==> src/rtl/wdt_pkg.sv <==
package wdt_pkg;
  typedef enum logic [1:0] {
    SEL_CTRL  = 2'd0,
    SEL_CONST = 2'd1,
    SEL_FEED  = 2'd2,
    SEL_COUNT = 2'd3
  } reg_sel_e;

  localparam logic [7:0] KEY_FIRST  = 8'hAA;
  localparam logic [7:0] KEY_SECOND = 8'h55;

  localparam int B_EN   = 0;
  localparam int B_RSTE = 1;
  localparam int B_TOF  = 2;
  localparam int B_INT  = 3;
endpackage

==> src/rtl/wdt_prescaler.sv <==
module wdt_prescaler #(
  parameter int DIV = 2
) (
  input  logic clk,
  input  logic rst_n,
  input  logic run,
  input  logic restart,
  output logic tick
);
  localparam int PW = (DIV > 1) ? $clog2(DIV) : 1;
  localparam logic [PW-1:0] LAST = PW'(DIV - 1);

  logic [PW-1:0] phase_q;

  assign tick = run && (phase_q == LAST);

  always_ff @(posedge clk or negedge rst_n) begin
    if (!rst_n)               phase_q <= '0;
    else if (restart || !run) phase_q <= '0;
    else if (tick)            phase_q <= '0;
    else                      phase_q <= phase_q + 1'b1;
  end
endmodule

==> src/rtl/wdt_feed_seq.sv <==
module wdt_feed_seq
  import wdt_pkg::*;
(
  input  logic       clk,
  input  logic       rst_n,
  input  logic       feed_wr,
  input  logic [7:0] feed_byte,
  output logic       feed_ok,
  output logic       feed_bad
);
  logic armed_q;

  assign feed_ok  = feed_wr && armed_q && (feed_byte == KEY_SECOND);
  assign feed_bad = feed_wr && armed_q && (feed_byte != KEY_SECOND);

  always_ff @(posedge clk or negedge rst_n) begin
    if (!rst_n)        armed_q <= 1'b0;
    else if (feed_wr)  armed_q <= !armed_q && (feed_byte == KEY_FIRST);
  end
endmodule

==> src/rtl/wdt_pulse.sv <==
module wdt_pulse #(
  parameter int LEN = 16
) (
  input  logic clk,
  input  logic rst_n,
  input  logic trig,
  output logic pulse
);
  localparam int CW = $clog2(LEN + 1);

  logic [CW-1:0] left_q;

  assign pulse = (left_q != '0);

  always_ff @(posedge clk or negedge rst_n) begin
    if (!rst_n)     left_q <= '0;
    else if (trig)  left_q <= CW'(LEN);
    else if (pulse) left_q <= left_q - 1'b1;
  end
endmodule

==> src/rtl/wdt_feedguard.sv <==
module wdt_feedguard
  import wdt_pkg::*;
#(
  parameter int DATA_W    = 32,
  parameter int ADDR_W    = 4,
  parameter int MIN_CONST = 255,
  parameter int PRESCALE  = 2,
  parameter int PULSE_LEN = 16
) (
  input  logic              clk,
  input  logic              rst_n,
  input  logic [ADDR_W-1:0] bus_addr,
  input  logic              bus_wr,
  input  logic              bus_rd,
  input  logic [DATA_W-1:0] bus_wdata,
  output logic [DATA_W-1:0] bus_rdata,
  output logic              irq_o,
  output logic              rst_req_o
);
  localparam int CNT_W = DATA_W;
  localparam logic [CNT_W-1:0] FLOOR = CNT_W'(MIN_CONST);

  logic             addr_ok;
  reg_sel_e         sel;
  logic             wr_ctrl, wr_const, wr_feed;
  logic             en_q, rst_en_q, tof_q, intf_q;
  logic [CNT_W-1:0] const_q, cnt_q;
  logic             running_q;
  logic             feed_ok, feed_bad, reload, tick, expire;

  assign addr_ok  = ((bus_addr >> 4) == '0) && (bus_addr[1:0] == 2'b00);
  assign sel      = reg_sel_e'(bus_addr[3:2]);
  assign wr_ctrl  = bus_wr && addr_ok && (sel == SEL_CTRL);
  assign wr_const = bus_wr && addr_ok && (sel == SEL_CONST);
  assign wr_feed  = bus_wr && addr_ok && (sel == SEL_FEED);

  wdt_feed_seq u_feed (
    .clk      (clk),
    .rst_n    (rst_n),
    .feed_wr  (wr_feed),
    .feed_byte(bus_wdata[7:0]),
    .feed_ok  (feed_ok),
    .feed_bad (feed_bad)
  );

  assign reload = feed_ok && en_q;

  wdt_prescaler #(.DIV(PRESCALE)) u_pre (
    .clk    (clk),
    .rst_n  (rst_n),
    .run    (running_q),
    .restart(reload),
    .tick   (tick)
  );

  assign expire = tick && (cnt_q == CNT_W'(1));

  wdt_pulse #(.LEN(PULSE_LEN)) u_pulse (
    .clk  (clk),
    .rst_n(rst_n),
    .trig (feed_bad || (expire && rst_en_q)),
    .pulse(rst_req_o)
  );

  // control register
  always_ff @(posedge clk or negedge rst_n) begin
    if (!rst_n) begin
      en_q     <= 1'b0;
      rst_en_q <= 1'b0;
      tof_q    <= 1'b0;
      intf_q   <= 1'b0;
    end else begin
      if (wr_ctrl) begin
        en_q     <= en_q | bus_wdata[B_EN];
        rst_en_q <= bus_wdata[B_RSTE];
      end
      if (expire)                         tof_q <= 1'b1;
      else if (wr_ctrl && !bus_wdata[B_TOF]) tof_q <= 1'b0;
      if (expire) intf_q <= 1'b1;
    end
  end

  // timeout constant with floor
  always_ff @(posedge clk or negedge rst_n) begin
    if (!rst_n)        const_q <= FLOOR;
    else if (wr_const) const_q <= (bus_wdata < FLOOR) ? FLOOR : bus_wdata;
  end

  // countdown
  always_ff @(posedge clk or negedge rst_n) begin
    if (!rst_n) begin
      cnt_q     <= '0;
      running_q <= 1'b0;
    end else if (reload) begin
      cnt_q     <= const_q;
      running_q <= 1'b1;
    end else if (tick) begin
      cnt_q <= cnt_q - 1'b1;
      if (expire) running_q <= 1'b0;
    end
  end

  assign irq_o = intf_q;

  always_comb begin
    bus_rdata = '0;
    if (bus_rd && addr_ok) begin
      unique case (sel)
        SEL_CTRL:  bus_rdata = {{(DATA_W-4){1'b0}}, intf_q, tof_q, rst_en_q, en_q};
        SEL_CONST: bus_rdata = const_q;
        SEL_FEED:  bus_rdata = '0;
        SEL_COUNT: bus_rdata = cnt_q;
      endcase
    end
  end
endmodule


==> config.mk <==
export PLATFORM = sky130hd
export DESIGN_NAME = wdt_feedguard
export DESIGN_NICKNAME = d
export VERILOG_FILES = /design/src/rtl/wdt_pkg.sv /design/src/rtl/wdt_prescaler.sv /design/src/rtl/wdt_feed_seq.sv /design/src/rtl/wdt_pulse.sv /design/src/rtl/wdt_feedguard.sv
export SDC_FILE = /design/constraint.sdc
export NUM_CORES = 1
export LEC_CHECK = 0
export ABC_AREA = 1
export ABC_CLOCK_PERIOD_IN_PS = 1700
export BUFFER_PORTS_ARGS = -buffer_cell sky130_fd_sc_hd__buf_2
export CAP_MARGIN = 30
export CELL_PAD_IN_SITES_DETAIL_PLACEMENT = 1
export CELL_PAD_IN_SITES_GLOBAL_PLACEMENT = 1
export CORE_MARGIN = 1.5
export CORE_UTILIZATION = 41
export DETAILED_ROUTE_END_ITERATION = 6
export PLACE_DENSITY = 0.79
export SLEW_MARGIN = 20
export SYNTH_ARGS = -nofsm -noshare
export SYNTH_HDL_FRONTEND = slang
export SYNTH_SLANG_ARGS = --single-unit
==> constraint.sdc <==
create_clock -name clk -period 1.7 [get_ports clk]
set_input_delay 0.255 -clock clk [delete_from_list [all_inputs] [get_ports clk]]
set_output_delay 0.255 -clock clk [all_outputs]
set_load 0.005 [all_outputs]
== Word-level counts from Yosys, hierarchy flattened ==
Index checks and enable logic that the tools add are counted.

* Shift-type cells: 0
* Add/subtract/negate cells: 3
* Order comparisons: 1
* Multiply operators: 0
* Equality and inequality tests: 7
* Div/mod/pow operators: 0
* Multiplexer cells: 14
* Bitwise logic cells: 1
* Reductions and logical operators: 27

{| class="wikitable"
|+ Operators with widths
! operator !! count
|-
| $mux W32 || 4
|-
| $pmux W32 S4 || 1
|-
| $eq A32 B1 Y1 const B || 1
|-
| $lt A32 B8 Y1 const B || 1
|-
| $sub A32 B1 Y32 const B || 1
|-
| $logic_and A1 B1 Y1 || 14
|-
| $mux W5 || 2
|-
| $eq A8 B7 Y1 const B || 1
|-
| $eq A8 B8 Y1 const B || 1
|-
| $ne A8 B7 Y1 const B || 1
|-
| $reduce_bool A2 Y1 || 4
|-
| $mux W1 || 7
|-
| $reduce_bool A5 Y1 || 1
|-
| $sub A5 B1 Y5 const B || 1
|-
| $eq A2 B2 Y1 const B || 2
|-
| $logic_not A2 Y1 || 2
|-
| $logic_not A1 Y1 || 3
|-
| $eq A2 B1 Y1 const B || 1
|-
| $logic_or A1 B1 Y1 || 2
|-
| $reduce_and A2 Y1 || 1
|-
| $add A1 B1 Y1 const B || 1
|-
| $or A1 B1 Y1 || 1
|}

* Logic and storage cells: 63
* Latch bits: 0
* Bits in writable memories: 0
* Memories kept: 0
* Register bits: 76
* Memory bits (read-only): 0

== Depth between registers and ports, before layout ==
Gate-level depths: netlist (run 1).

* Depth after elaboration: 8
* Depth in mapped cells: 11
* Mapped depth without buffers: 11

== By module ==
Synthesis (run 1) repeated with hierarchy kept, for this count alone.

* Cell total of the unflattened synthesis: 739
* Area total of the unflattened synthesis: 4958.5 um^2

{| class="wikitable"
|+ Modules (own cells, without submodules)
! module !! seq. area each (um^2) !! instances !! area an instance (um^2) !! cells each
|-
| wdt_feedguard || 1736.7 || 1 || 4538.1 || 680
|-
| wdt_pulse || 125.1 || 1 || 260.2 || 33
|-
| wdt_feed_seq || 25.0 || 1 || 113.9 || 20
|-
| wdt_prescaler || 25.0 || 1 || 46.3 || 6
|}

== Worst setup path after synthesis (run 1) ==
OpenSTA, ideal clock, no wires.

* Path kind: register to register
* Start: register cnt_q[0]
* End: register cnt_q[22]
* Stages on the path, launching flop included: 12
* Library setup time: 0.125 ns
* Path slack: 0.232 ns
* Clock period less this slack: 1.468 ns
* Data arrival time: 1.344 ns
* Data required time: 1.575 ns
* Buffers on the path: 0
* Cell sequence: dfrtp_1 > inv_1 > ha_1 > nand2_1 > nor2_1 > nand2_1 > inv_1 > nand2_1 > nand2_1 > nand2_1 > nand2_1 > nand3_1

* Cells in the longest elaborated chain, start to end: 3

{| class="wikitable"
|+ RTL lines
! what !! line !! source
|-
| start: declaration || wdt_feedguard.sv:27 || <nowiki>logic [CNT_W-1:0] const_q, cnt_q;</nowiki>
|-
| start signal: assignment || wdt_feedguard.sv:95 || <nowiki>cnt_q <= const_q;</nowiki>
|-
| start signal: assignment || wdt_feedguard.sv:98 || <nowiki>cnt_q <= cnt_q - 1'b1;</nowiki>
|-
| $sub A32 B1 Y32 || wdt_feedguard.sv:98 ||
|-
| $mux W32 || wdt_feedguard.sv:97 || <nowiki>end else if (tick) begin</nowiki>
|-
| $mux W32 || wdt_feedguard.sv:94 || <nowiki>end else if (reload) begin</nowiki>
|}

Every way passes these cells. The select of a mux whose other input is x is not followed.
A chain may end at the register's enable or synchronous reset.

== Final worst setup path (run 1) ==
* Start: register u_pulse.left_q[0]
* End: output rst_req_o

* Cells in the longest elaborated chain, start to end: 1

{| class="wikitable"
|+ RTL lines
! what !! line !! source
|-
| start: declaration || wdt_pulse.sv:11 || <nowiki>logic [CW-1:0] left_q;</nowiki>
|-
| start signal: assignment || wdt_pulse.sv:17 || <nowiki>else if (trig) left_q <= CW'(LEN);</nowiki>
|-
| start signal: assignment || wdt_pulse.sv:18 || <nowiki>else if (pulse) left_q <= left_q - 1'b1;</nowiki>
|-
| $reduce_bool A5 Y1 || wdt_pulse.sv:13 || <nowiki>assign pulse = (left_q != '0);</nowiki>
|-
| end: declaration || wdt_feedguard.sv:18 || <nowiki>output logic rst_req_o</nowiki>
|}

Every way passes these cells.

==> flow_summary.ini, run 1 <==
[status]
status = finished clean

[final_layout]
multiInputGateArea_sq_um = 2780
fin_area_sq_um = 6210
fin_cells = 988
syn_to_final_growth_pct = 23.1
fill_cells = 1567
drive_gt1_share_pct = 23.5
nets = 880
n_antenna_cell = 0
ff_latch_area_sq_um = 1910

[synthesis]
synth_flop_cell = dfrtp_1
synth_seq_cells = 76
ys_seq_area_share_pct = 37.9
yosysUniqueCellTypes = 40
syn_area_sq_um = 5050
syn_area_per_cell_sq_um = 6.84
synth.top_cell.area_share_pct = 33.7
synth_enable_flop_cells = 0
synth_commonest_cells = 252 x nand2_1, 94 x nand3_1, 87 x nor2_1
netlist_top_cells_area = dfrtp_1 34%, nand2_1 19%, nand3_1 9.3%
synth_top_area_cell = dfrtp_1
synthesis.instances = 738
yosysMostFrequentCell = nand2_1
synth_fp_nets = 782
ys_async_sr_fraction_pct = 100
yosys_warnings = 0

[route]
firstDrtPassIters = 5
wire_per_inst_microns = 18.3
route.vias.total = 5459
routed_wl_microns = 18100
via_per_inst = 5.53
ant_nets = 0
drt_iter0_drc = 300
drc_errors = 0

[clock_tree]
cts_tree = yes
path_clk_slew_ps = 60
cts_buffers = 9
clockBufferDepth = 2
clock_latency_ps = 350
cts_sinks = 76
clock-root-buffer = clkbuf_16
htreeDepth = 3

[placement]
portBuffers = 73
post_dp_cell_area_sq_um = 5820
dpl.hpwl_microns = 13500
dp.cells = 969
gp_congestion = 0.953

[global_route]
grt_max_degree = 36
track_usage_pct = 28.8
grt_pass1_vias = 5469
antenna_found_initial = 0
grt_remaining_overflow = 0
grt_pass1_wl_microns = 28700

[floorplanning]
die-area_sq_um = 13000
io_pins = 74
start_util_pct = 42.0
die_w_microns = 114
core_sq_um = 12000
die_y_microns = 114
rows = 40

[worst_setup_path]
worst_setup_path_end_kind = output pin
path_delay_family = flip-flops
critPathSlowestCell = dfrtp_1
cp_max_fo = 5
start_kind = flop
path_buf_inv = 3
criticalPathCategory = flop to output pin
cp_cell_sequence = inv_2 > ha_2 > inv_1 > nor2_1 > nand2_2 > buf_2
crit_arrival_ps = 1390
slowest_delay_ps = 400
required_ps = 1440

[sta]
skew_ps = 9.72
hold_violations = 0
tightest_slew_ps = 548
max_slew_margin_pct = 63.4
rsz0062_at_grt = yes
setup_viol = 0
max_clock_freq_mhz = 607
slew_violations = 0
finalCriticalPeriod_ps = 1650
post-route-period-util_pct = 97.0

[power]
p_per_area_nw_per_um2 = 1760
ir_drop_uv = 721
p_leak_uw = 0.00318

[run]
max-cap-violations = 0

[min_path]
hp-class = primary input to flop
## placed cells by master (no fill, tap or decap), types with 3 or more instances in the layout
| cell type | Yosys | layout |
|---|---|---|
| nand2_1 | 252 | 248 |
| nand3_1 | 94 | 93 |
| nor2_1 | 87 | 76 |
| buf_2 | 8 | 72 |
| dfrtp_1 | 68 | 67 |
| inv_1 | 57 | 53 |
| buf_4 | 2 | 39 |
| a21oi_1 | 31 | 31 |
| o21ai_0 | 24 | 24 |
| nor2_2 | 7 | 17 |
| xor2_1 | 11 | 11 |
| inv_2 | 6 | 10 |
| clkbuf_16 | 0 | 9 |
| nor3_1 | 8 | 8 |
| nand4_1 | 8 | 8 |
| o211ai_2 | 8 | 8 |
| dfstp_2 | 8 | 8 |
| buf_12 | 0 | 6 |
| nor2_4 | 4 | 5 |
| nand2_2 | 1 | 5 |
| nand3b_1 | 5 | 5 |
| xnor2_1 | 4 | 4 |
| nand3_2 | 2 | 3 |
## kinds of logic (layout without fill, tap and decap cells)
| group | count (synthesis) | after routing | synth area share [%] |
|---|---|---|---|
| DFF | 76 | 76 | 37.9 |
| adders and majority gates | 4 | 4 | 0.992 |
| muxes | 1 | 1 | 0.198 |
| AOI/OAI and AO/OA | 73 | 73 | 8.97 |
| and+or+nand+nor | 474 | 474 | 41.2 |
| buffers and inverters | 95 | 198 | 8.16 |
| xor gates and xnor gates | 15 | 15 | 2.60 |
## metrics by stage
step | utilization (%) | worst slack (ps) | hold slack, ps | power, uW | TNS [ps]
final | 51.7 | 51.7 | 120 | 10900 | 0
after global placement | 48.4 | 84.3 | 236 | 8140 | 0
after detailed placement | 48.4 | -9.10 | 237 | 8410 | -9.10
after floorplan | - | 232 | -40.6 | 6420 | 0
after global routing | 51.7 | -31.5 | 135 | 11700 | -75.5
after CTS | 51.2 | 8.18 | 116 | 10700 | 0
## area by class of cell
class	count	area share, %
clock buffer	10	3.68
clock inverter	6	1.43
inverter	64	3.87
multi-input combinational	567	44.7
sequential	76	30.8
tap	147	2.96
timing repair buffer	118	12.6
## worst min-delay path: cells and delay by family
| family | cells | cell delay (ps) |
|---|---|---|
| buffers and inverters | 1 | 90 |
| AND/OR/NAND/NOR | 2 | 90 |
## repair_timing
item,4_1_cts,5_1_grt
hold buffers,1,0
setup endpoints to repair,7,23
setup buffers,0,2
endpoints found under the hold margin,30,0
gates resized for setup,5,19
pin swaps,0,1
## per-layer routing
layer	track usage, %	up-vias	part of all wire [%]
met4	10.1	0	2.1
met1	39.3	2746	47
li1	-	2558	-
met3	4.68	27	4.1
met2	46.3	128	47
met5	0	-	0
## sequential cells by signal, summed over array words and instances (netlist names)
register,cells
tof_q,1
u_feed.armed_q,1
irq_o,1
en_q,1
rst_en_q,1
running_q,1
cnt_q,32
const_q,32
u_pre.phase_q,1
u_pulse.left_q,5
## power breakdown
| group | internal (uW) | total (uW) | switching [uW] |
|---|---|---|---|
| combinational | 2160 | 5810 | 3660 |
| clock | 1290 | 2100 | 809 |
| sequential | 2400 | 3010 | 606 |
| total | 5840 | 10900 | 5070 |
## path summary, 6_finish.rpt
check | depth (start not counted) | startpoint | slack, ps | endpoint
min reg2reg | 2 | const_q[4]$_DFFE_PN1P_ | 480 | const_q[4]$_DFFE_PN1P_
min | 3 | bus_wdata[21] | 120 | const_q[21]$_DFFE_PN0P_
max reg2reg | 6 | en_q$_DFFE_PN0P_ | 90 | cnt_q[8]$_DFFE_PN0P_
min in group asynchronous | 2 | rst_n | 430 | u_pulse.left_q[1]$_DFFE_PN0P_
max in group asynchronous | 3 | rst_n | 610 | cnt_q[17]$_DFFE_PN0P_
max | 6 | u_pulse.left_q[0]$_DFFE_PN0P_ | 50 | rst_req_o
(Power assumes the default switching activity.)
==> run 2: changes to the inputs <==
--- a/config.mk
+++ b/config.mk
@@ -14,7 +14,8 @@
 export CORE_MARGIN = 1.5
 export CORE_UTILIZATION = 41
 export DETAILED_ROUTE_END_ITERATION = 6
-export PLACE_DENSITY = 0.79
+export PLACE_DENSITY_LB_ADDON = 0.1
+export SETUP_SLACK_MARGIN = 0.1
 export SLEW_MARGIN = 20
 export SYNTH_ARGS = -nofsm -noshare
 export SYNTH_HDL_FRONTEND = slang
==> run 2 against run 1 <==
  * Global-route usage up 0.40 points
  * Cell count up 1.1%
  * Critical endpoint is now bus_rdata[1]
  * Core utilization up 2.2 points
  * Largest cell class unchanged
  * Sequential share of layout area down 1.1 points
  * First-iteration DRC count up 2.3%
  * Die area unchanged
  * Sequential power up 5%
  * Combinational power up 7.7%
  * Worst hold slack worse by 1.9 ps
==> flow_summary.ini, run 2 (synthesis results as in run 1) <==
[status]
status = finished clean

[sta]
rsz0062_at_grt = yes
skew_ps = 5.31
hold_violations = 0
setup_tns_ps = 0
finalCriticalPeriod_ps = 1580
slew_violations = 0
setup_viol = 0
tightest_slew_ps = 528
max_slew_margin_pct = 64.8
post-route-period-util_pct = 92.7
max_clock_freq_mhz = 634

[clock_tree]
cts_sinks = 76
clock_latency_ps = 350
cts_buffers = 9
path_clk_slew_ps = 60
htreeDepth = 3
cts_tree = yes
clock-root-buffer = clkbuf_16
clockBufferDepth = 2

[final_layout]
final_common_cell = nand2_1
largest_registers = cnt_q x32, const_q x32, u_pulse.left_q x5
layout_common_cells = 244 x nand2_1, 93 x nand3_1, 71 x buf_2
drive_gt1_share_pct = 29.7
fin_cells = 999
nets = 891
n_antenna_cell = 0
fill_cells = 1563
syn_to_final_growth_pct = 28.4

[worst_setup_path]
crit_arrival_ps = 1320
slowest_delay_ps = 550
reg2reg_to = cnt_q[19]$_DFFE_PN0P_
criticalPathCategory = flop to output pin
r2r-start = en_q$_DFFE_PN0P_
cp_cell_sequence = inv_4 > o221ai_2 > nand2_1 > inv_1 > buf_2
rr_worst_depth = 6
worst_setup_path_end_kind = output pin
critPathSlowestCell = dfstp_2
cp_max_fo = 3
start_kind = flop
r2r_slack_ps = 140
required_ps = 1440

[power]
ir_drop_uv = 541
p_leak_uw = 0.00324
p_per_area_nw_per_um2 = 1760

[global_route]
grt_remaining_overflow = 0
grt_pass1_wl_microns = 29100
antenna_found_initial = 0
track_usage_pct = 29.2
grt_pass1_vias = 5471
grt_max_degree = 35

[placement]
dpl.hpwl_microns = 13400
gp_congestion = 0.867
portBuffers = 73
dp.cells = 970

[floorplanning]
die_y_microns = 114
start_util_pct = 42.0
die_w_microns = 114
core_sq_um = 12000
rows = 40
die-area_sq_um = 13000
io_pins = 74

[min_path]
min-delay-start = bus_wdata[29]
whs_path_depth = 3
min_to = const_q[29]$_DFFE_PN0P_
hp-class = primary input to flop

[route]
drt_iter0_drc = 307
route.vias.total = 5345
ant_nets = 0
via_per_inst = 5.35
drc_errors = 0
firstDrtPassIters = 4
routed_wl_microns = 18200
wire_per_inst_microns = 18.2

[run]
max-cap-violations = 0
[run 2: cell count changes in the layout (fill, tap and decap cells not counted), moves of 7 or more]
cell / delta
inv_1: -7
o21ai_0: -7
dfrtp_1: -8
nor2_1: -11
a21oi_2: +9
nor2_4: +7
buf_4: +7
dfrtp_2: +8
a21oi_1: -9
[run 2: worst max-delay path by stage]
stage,depth (start not counted),slack [ps],startpoint,to
finish,5,120,const_q[1]$_DFFE_PN1P_,bus_rdata[1]
global route,10,20,cnt_q[9]$_DFFE_PN0P_,cnt_q[21]$_DFFE_PN0P_
CTS,8,80,cnt_q[7]$_DFFE_PN0P_,u_pulse.left_q[1]$_DFFE_PN0P_
detailed placement,11,9,cnt_q[0]$_DFFE_PN0P_,cnt_q[22]$_DFFE_PN0P_
global placement,9,100,cnt_q[0]$_DFFE_PN0P_,cnt_q[30]$_DFFE_PN0P_
floorplan,11,230,cnt_q[0]$_DFFE_PN0P_,cnt_q[22]$_DFFE_PN0P_
[run 2: stage by stage]
stage               total power, uW  utilization, %  setup slack (ps)  area (sq um)  hold slack, ps
floorplan                      6420               -               232          5050           -40.6
global placement               8200            48.6              98.3          5840             257
detailed placement             8420            48.6              8.60          5840             263
CTS                           10600            51.7              78.8          6200             113
global route                  12300            54.0              19.6          6480             127
finish                        11400            54.0               124          6480             118
[run 2: metal layers]
metal  vias up  GRT usage, %  share of wire [%]
met5         -             0                  0
met4         0          9.00                1.4
met3        20          3.51                3.5
met2       100          44.3                 45
met1      2644          43.3                 50
li1       2581             -                  -
[run 2: critical path: cells and delay by family (launching register included)]
family,cells,cell delay (ps)
AO/OA/AOI/OAI,1,150
buffers and inverters,3,190
flip-flops,1,550
AND/OR/NAND/NOR,1,70
[run 2: cell type report]
cell class / instances / area [sq um] / share of cell area (%)
Clock buffer: 12 / 256 / 3.96
Clock inverter: 4 / 47.5 / 0.733
Timing Repair Buffer: 129 / 892 / 13.8
Tap cell: 147 / 184 / 2.84
Sequential cell: 76 / 1920 / 29.7
Multi-Input combinational cell: 567 / 2940 / 45.3
Inverter: 64 / 243 / 3.74
[run 2: power by group]
| part | total [uW] | internal [uW] | leakage (uW) | switching, uW |
|---|---|---|---|---|
| registers | 3150 | 2420 | 0.000946 | 731 |
| logic | 6260 | 2470 | 0.00214 | 3780 |
| clock network | 2010 | 1210 | 0.000149 | 797 |
| total | 11400 | 6100 | 0.00324 | 5310 |
[run 2: what timing repair did]
item / in CTS / in global routing
pin swaps: 1 / 14
endpoints found under the hold margin: 32 / 0
resized for setup: 15 / 75
hold buffers: 1 / 0
endpoints found under the setup margin: 19 / 45
buffers inserted: 2 / 10
==> run 3: changes to the inputs <==
--- a/config.mk
+++ b/config.mk
@@ -6,13 +6,13 @@
 export NUM_CORES = 1
 export LEC_CHECK = 0
 export ABC_AREA = 1
-export ABC_CLOCK_PERIOD_IN_PS = 1700
+export ABC_CLOCK_PERIOD_IN_PS = 1860
 export BUFFER_PORTS_ARGS = -buffer_cell sky130_fd_sc_hd__buf_2
 export CAP_MARGIN = 30
 export CELL_PAD_IN_SITES_DETAIL_PLACEMENT = 1
 export CELL_PAD_IN_SITES_GLOBAL_PLACEMENT = 1
 export CORE_MARGIN = 1.5
-export CORE_UTILIZATION = 41
+export CORE_UTILIZATION = 44
 export DETAILED_ROUTE_END_ITERATION = 6
 export PLACE_DENSITY_LB_ADDON = 0.1
 export SETUP_SLACK_MARGIN = 0.1
==> constraint.sdc (replaced) <==
create_clock -name clk -period 1.86 [get_ports clk]
set_input_delay 0.279 -clock clk [delete_from_list [all_inputs] [get_ports clk]]
set_output_delay 0.279 -clock clk [all_outputs]
set_load 0.005 [all_outputs]
==> run 3 against run 2 <==
  * Worst hold slack better by 18 ps
  * Sequential cell count stayed put
  * Worst setup slack better by 42 ps
  * Clock power is 5% higher
  * Critical endpoint is now cnt_q[23]$_DFFE_PN0P_
  * Clock-buffer cell count is 2 lower
  * First-iteration DRC count is 13% higher
  * Combinational power is 23% lower
==> flow_summary.ini, run 3 (synthesis results as in run 1) <==
[floorplanning]
die_w_microns = 110
start_util_pct = 45.8
rows = 38
core_sq_um = 11000
die_y_microns = 110
io_pins = 74
die-area_sq_um = 12100

[clock_tree]
clock_latency_ps = 350
htreeDepth = 3
cts_buffers = 9
path_clk_slew_ps = 60
clock-root-buffer = clkbuf_16
cts_tree = yes
cts_sinks = 76
clockBufferDepth = 2

[sta]
post-route-period-util_pct = 91.1
max_clock_freq_mhz = 590
finalCriticalPeriod_ps = 1690
setup_tns_ps = 0
hold_violations = 0
rsz0062_at_grt = no
slew_violations = 0
max_slew_margin_pct = 72.4
setup_viol = 0
skew_ps = 5.35
tightest_slew_ps = 410

[final_layout]
final_common_cell = nand2_1
fin_cells = 958
n_antenna_cell = 0
layout_common_cells = 248 x nand2_1, 94 x nand3_1, 81 x nor2_1
nets = 857
fill_cells = 1470
syn_to_final_growth_pct = 20.6
largest_registers = cnt_q x32, const_q x32, u_pulse.left_q x5
drive_gt1_share_pct = 21.5

[route]
ant_nets = 0
firstDrtPassIters = 5
wire_per_inst_microns = 18.8
wl_met2_microns = 8300
dr.max_layer_used = met4
drt_iter0_drc = 348
routed_wl_microns = 18000
via_per_inst = 5.63
m1WireLength_microns = 8540
met3WireLength_microns = 812
route.vias.total = 5389
drc_errors = 0

[worst_setup_path]
rr_worst_depth = 8
reg2reg_to = cnt_q[23]$_DFFE_PN0P_
crit_arrival_ps = 1930
r2r-start = cnt_q[7]$_DFFE_PN0P_
start_kind = flop
criticalPathCategory = flop to flop
worst_setup_path_end_kind = flop
startpoint = cnt_q[7]$_DFFE_PN0P_
cp_max_fo = 5
cp-endpoint = cnt_q[23]$_DFFE_PN0P_
r2r_slack_ps = 170
required_ps = 2100

[power]
p_per_area_nw_per_um2 = 1620
p_leak_uw = 0.00308
ir_drop_uv = 933

[status]
status = finished clean

[placement]
portBuffers = 73
dpl.hpwl_microns = 13100
gp_congestion = 0.878
dp.cells = 940

[global_route]
grt_max_degree = 55
grt_remaining_overflow = 0
antenna_found_initial = 0
track_usage_pct = 31.8
grt_pass1_wl_microns = 28700
grt_pass1_vias = 5471

[run]
max-cap-violations = 0

[min_path]
hp-class = primary input to flop
## run 3: cell types whose count changed in the layout (fill, tap and decap cells not counted), moves of 5 or more
| cell | previous run | this run |
|---|---|---|
| buf_4 | 46 | 16 |
| o21ai_0 | 17 | 22 |
| nor2_2 | 21 | 8 |
| a21oi_2 | 10 | 2 |
| inv_1 | 46 | 53 |
| nor2_1 | 65 | 81 |
| a21oi_1 | 22 | 30 |
| dfrtp_2 | 9 | 4 |
| dfrtp_1 | 59 | 64 |
| inv_2 | 16 | 11 |
## run 3: stage by stage
| step | utilization [%] | cell area [sq um] | setup slack (ps) | total power [uW] | hold WS [ps] |
|---|---|---|---|---|---|
| detailed placement | 51.2 | 5640 | 85.2 | 7360 | 205 |
| floorplan | - | 5050 | 392 | 5870 | -16.6 |
| finish | 55.2 | 6090 | 166 | 9890 | 136 |
| CTS | 54.5 | 6010 | 82.4 | 9630 | 128 |
| global route | 55.2 | 6090 | 78.4 | 10600 | 143 |
| global placement | 51.2 | 5640 | 135 | 7100 | 202 |
## run 3: worst min path at each step
| stage | cells past startpoint | to | slack (ps) | from |
|---|---|---|---|---|
| after floorplan | 0 | cnt_q[0]$_DFFE_PN0P_ | -20 | rst_n |
| after global placement | 1 | u_pulse.left_q[0]$_DFFE_PN0P_ | 200 | rst_n |
| after detailed placement | 1 | u_pulse.left_q[2]$_DFFE_PN0P_ | 210 | rst_n |
| after CTS | 3 | const_q[22]$_DFFE_PN0P_ | 130 | bus_wdata[22] |
| after global routing | 3 | const_q[20]$_DFFE_PN0P_ | 140 | bus_wdata[20] |
| final | 3 | const_q[23]$_DFFE_PN0P_ | 140 | bus_wdata[23] |
## run 3: area by class of cell
type | instances | area (sq um) | area share [%]
repair buffers | 95 | 611 | 10.0
inverters | 64 | 240 | 3.95
flip-flops and latches | 76 | 1920 | 31.5
clock inverters | 6 | 111 | 1.83
well taps | 140 | 175 | 2.88
multi-input cells | 567 | 2790 | 45.9
clock buffers | 10 | 239 | 3.93
## run 3: timing repair
item	CTS	global route
setup endpoints to repair	5	26
pin swaps	0	0
hold buffers	1	0
gates resized for setup	4	26
setup buffers	0	1
endpoints found under the hold margin	14	0
## run 3: metal layers
| layer | up-vias | GRT usage (%) |
|---|---|---|
| li1 | 2516 | - |
| met1 | 2706 | 44.6 |
| met2 | 141 | 49.4 |
| met3 | 26 | 5.11 |
| met4 | 0 | 11.5 |
| met5 | - | 0 |
## run 3: report_power, final
part           total, uW  internal, uW  switching [uW]  leakage, uW
Combinational       4790          1690            3100      0.00196
Sequential          2970          2200             778     0.000954
Clock               2120          1350             768     0.000169
## run 3: critical path, cell delays in order (launching register included)
cell     delay [ps]
dfrtp_1         490
nor2_4          200
nand2_1         110
nor2_1          180
nand2_2         140
o21ai_1         220
nand2_1          90
nand2_1          80
nand3_1          70
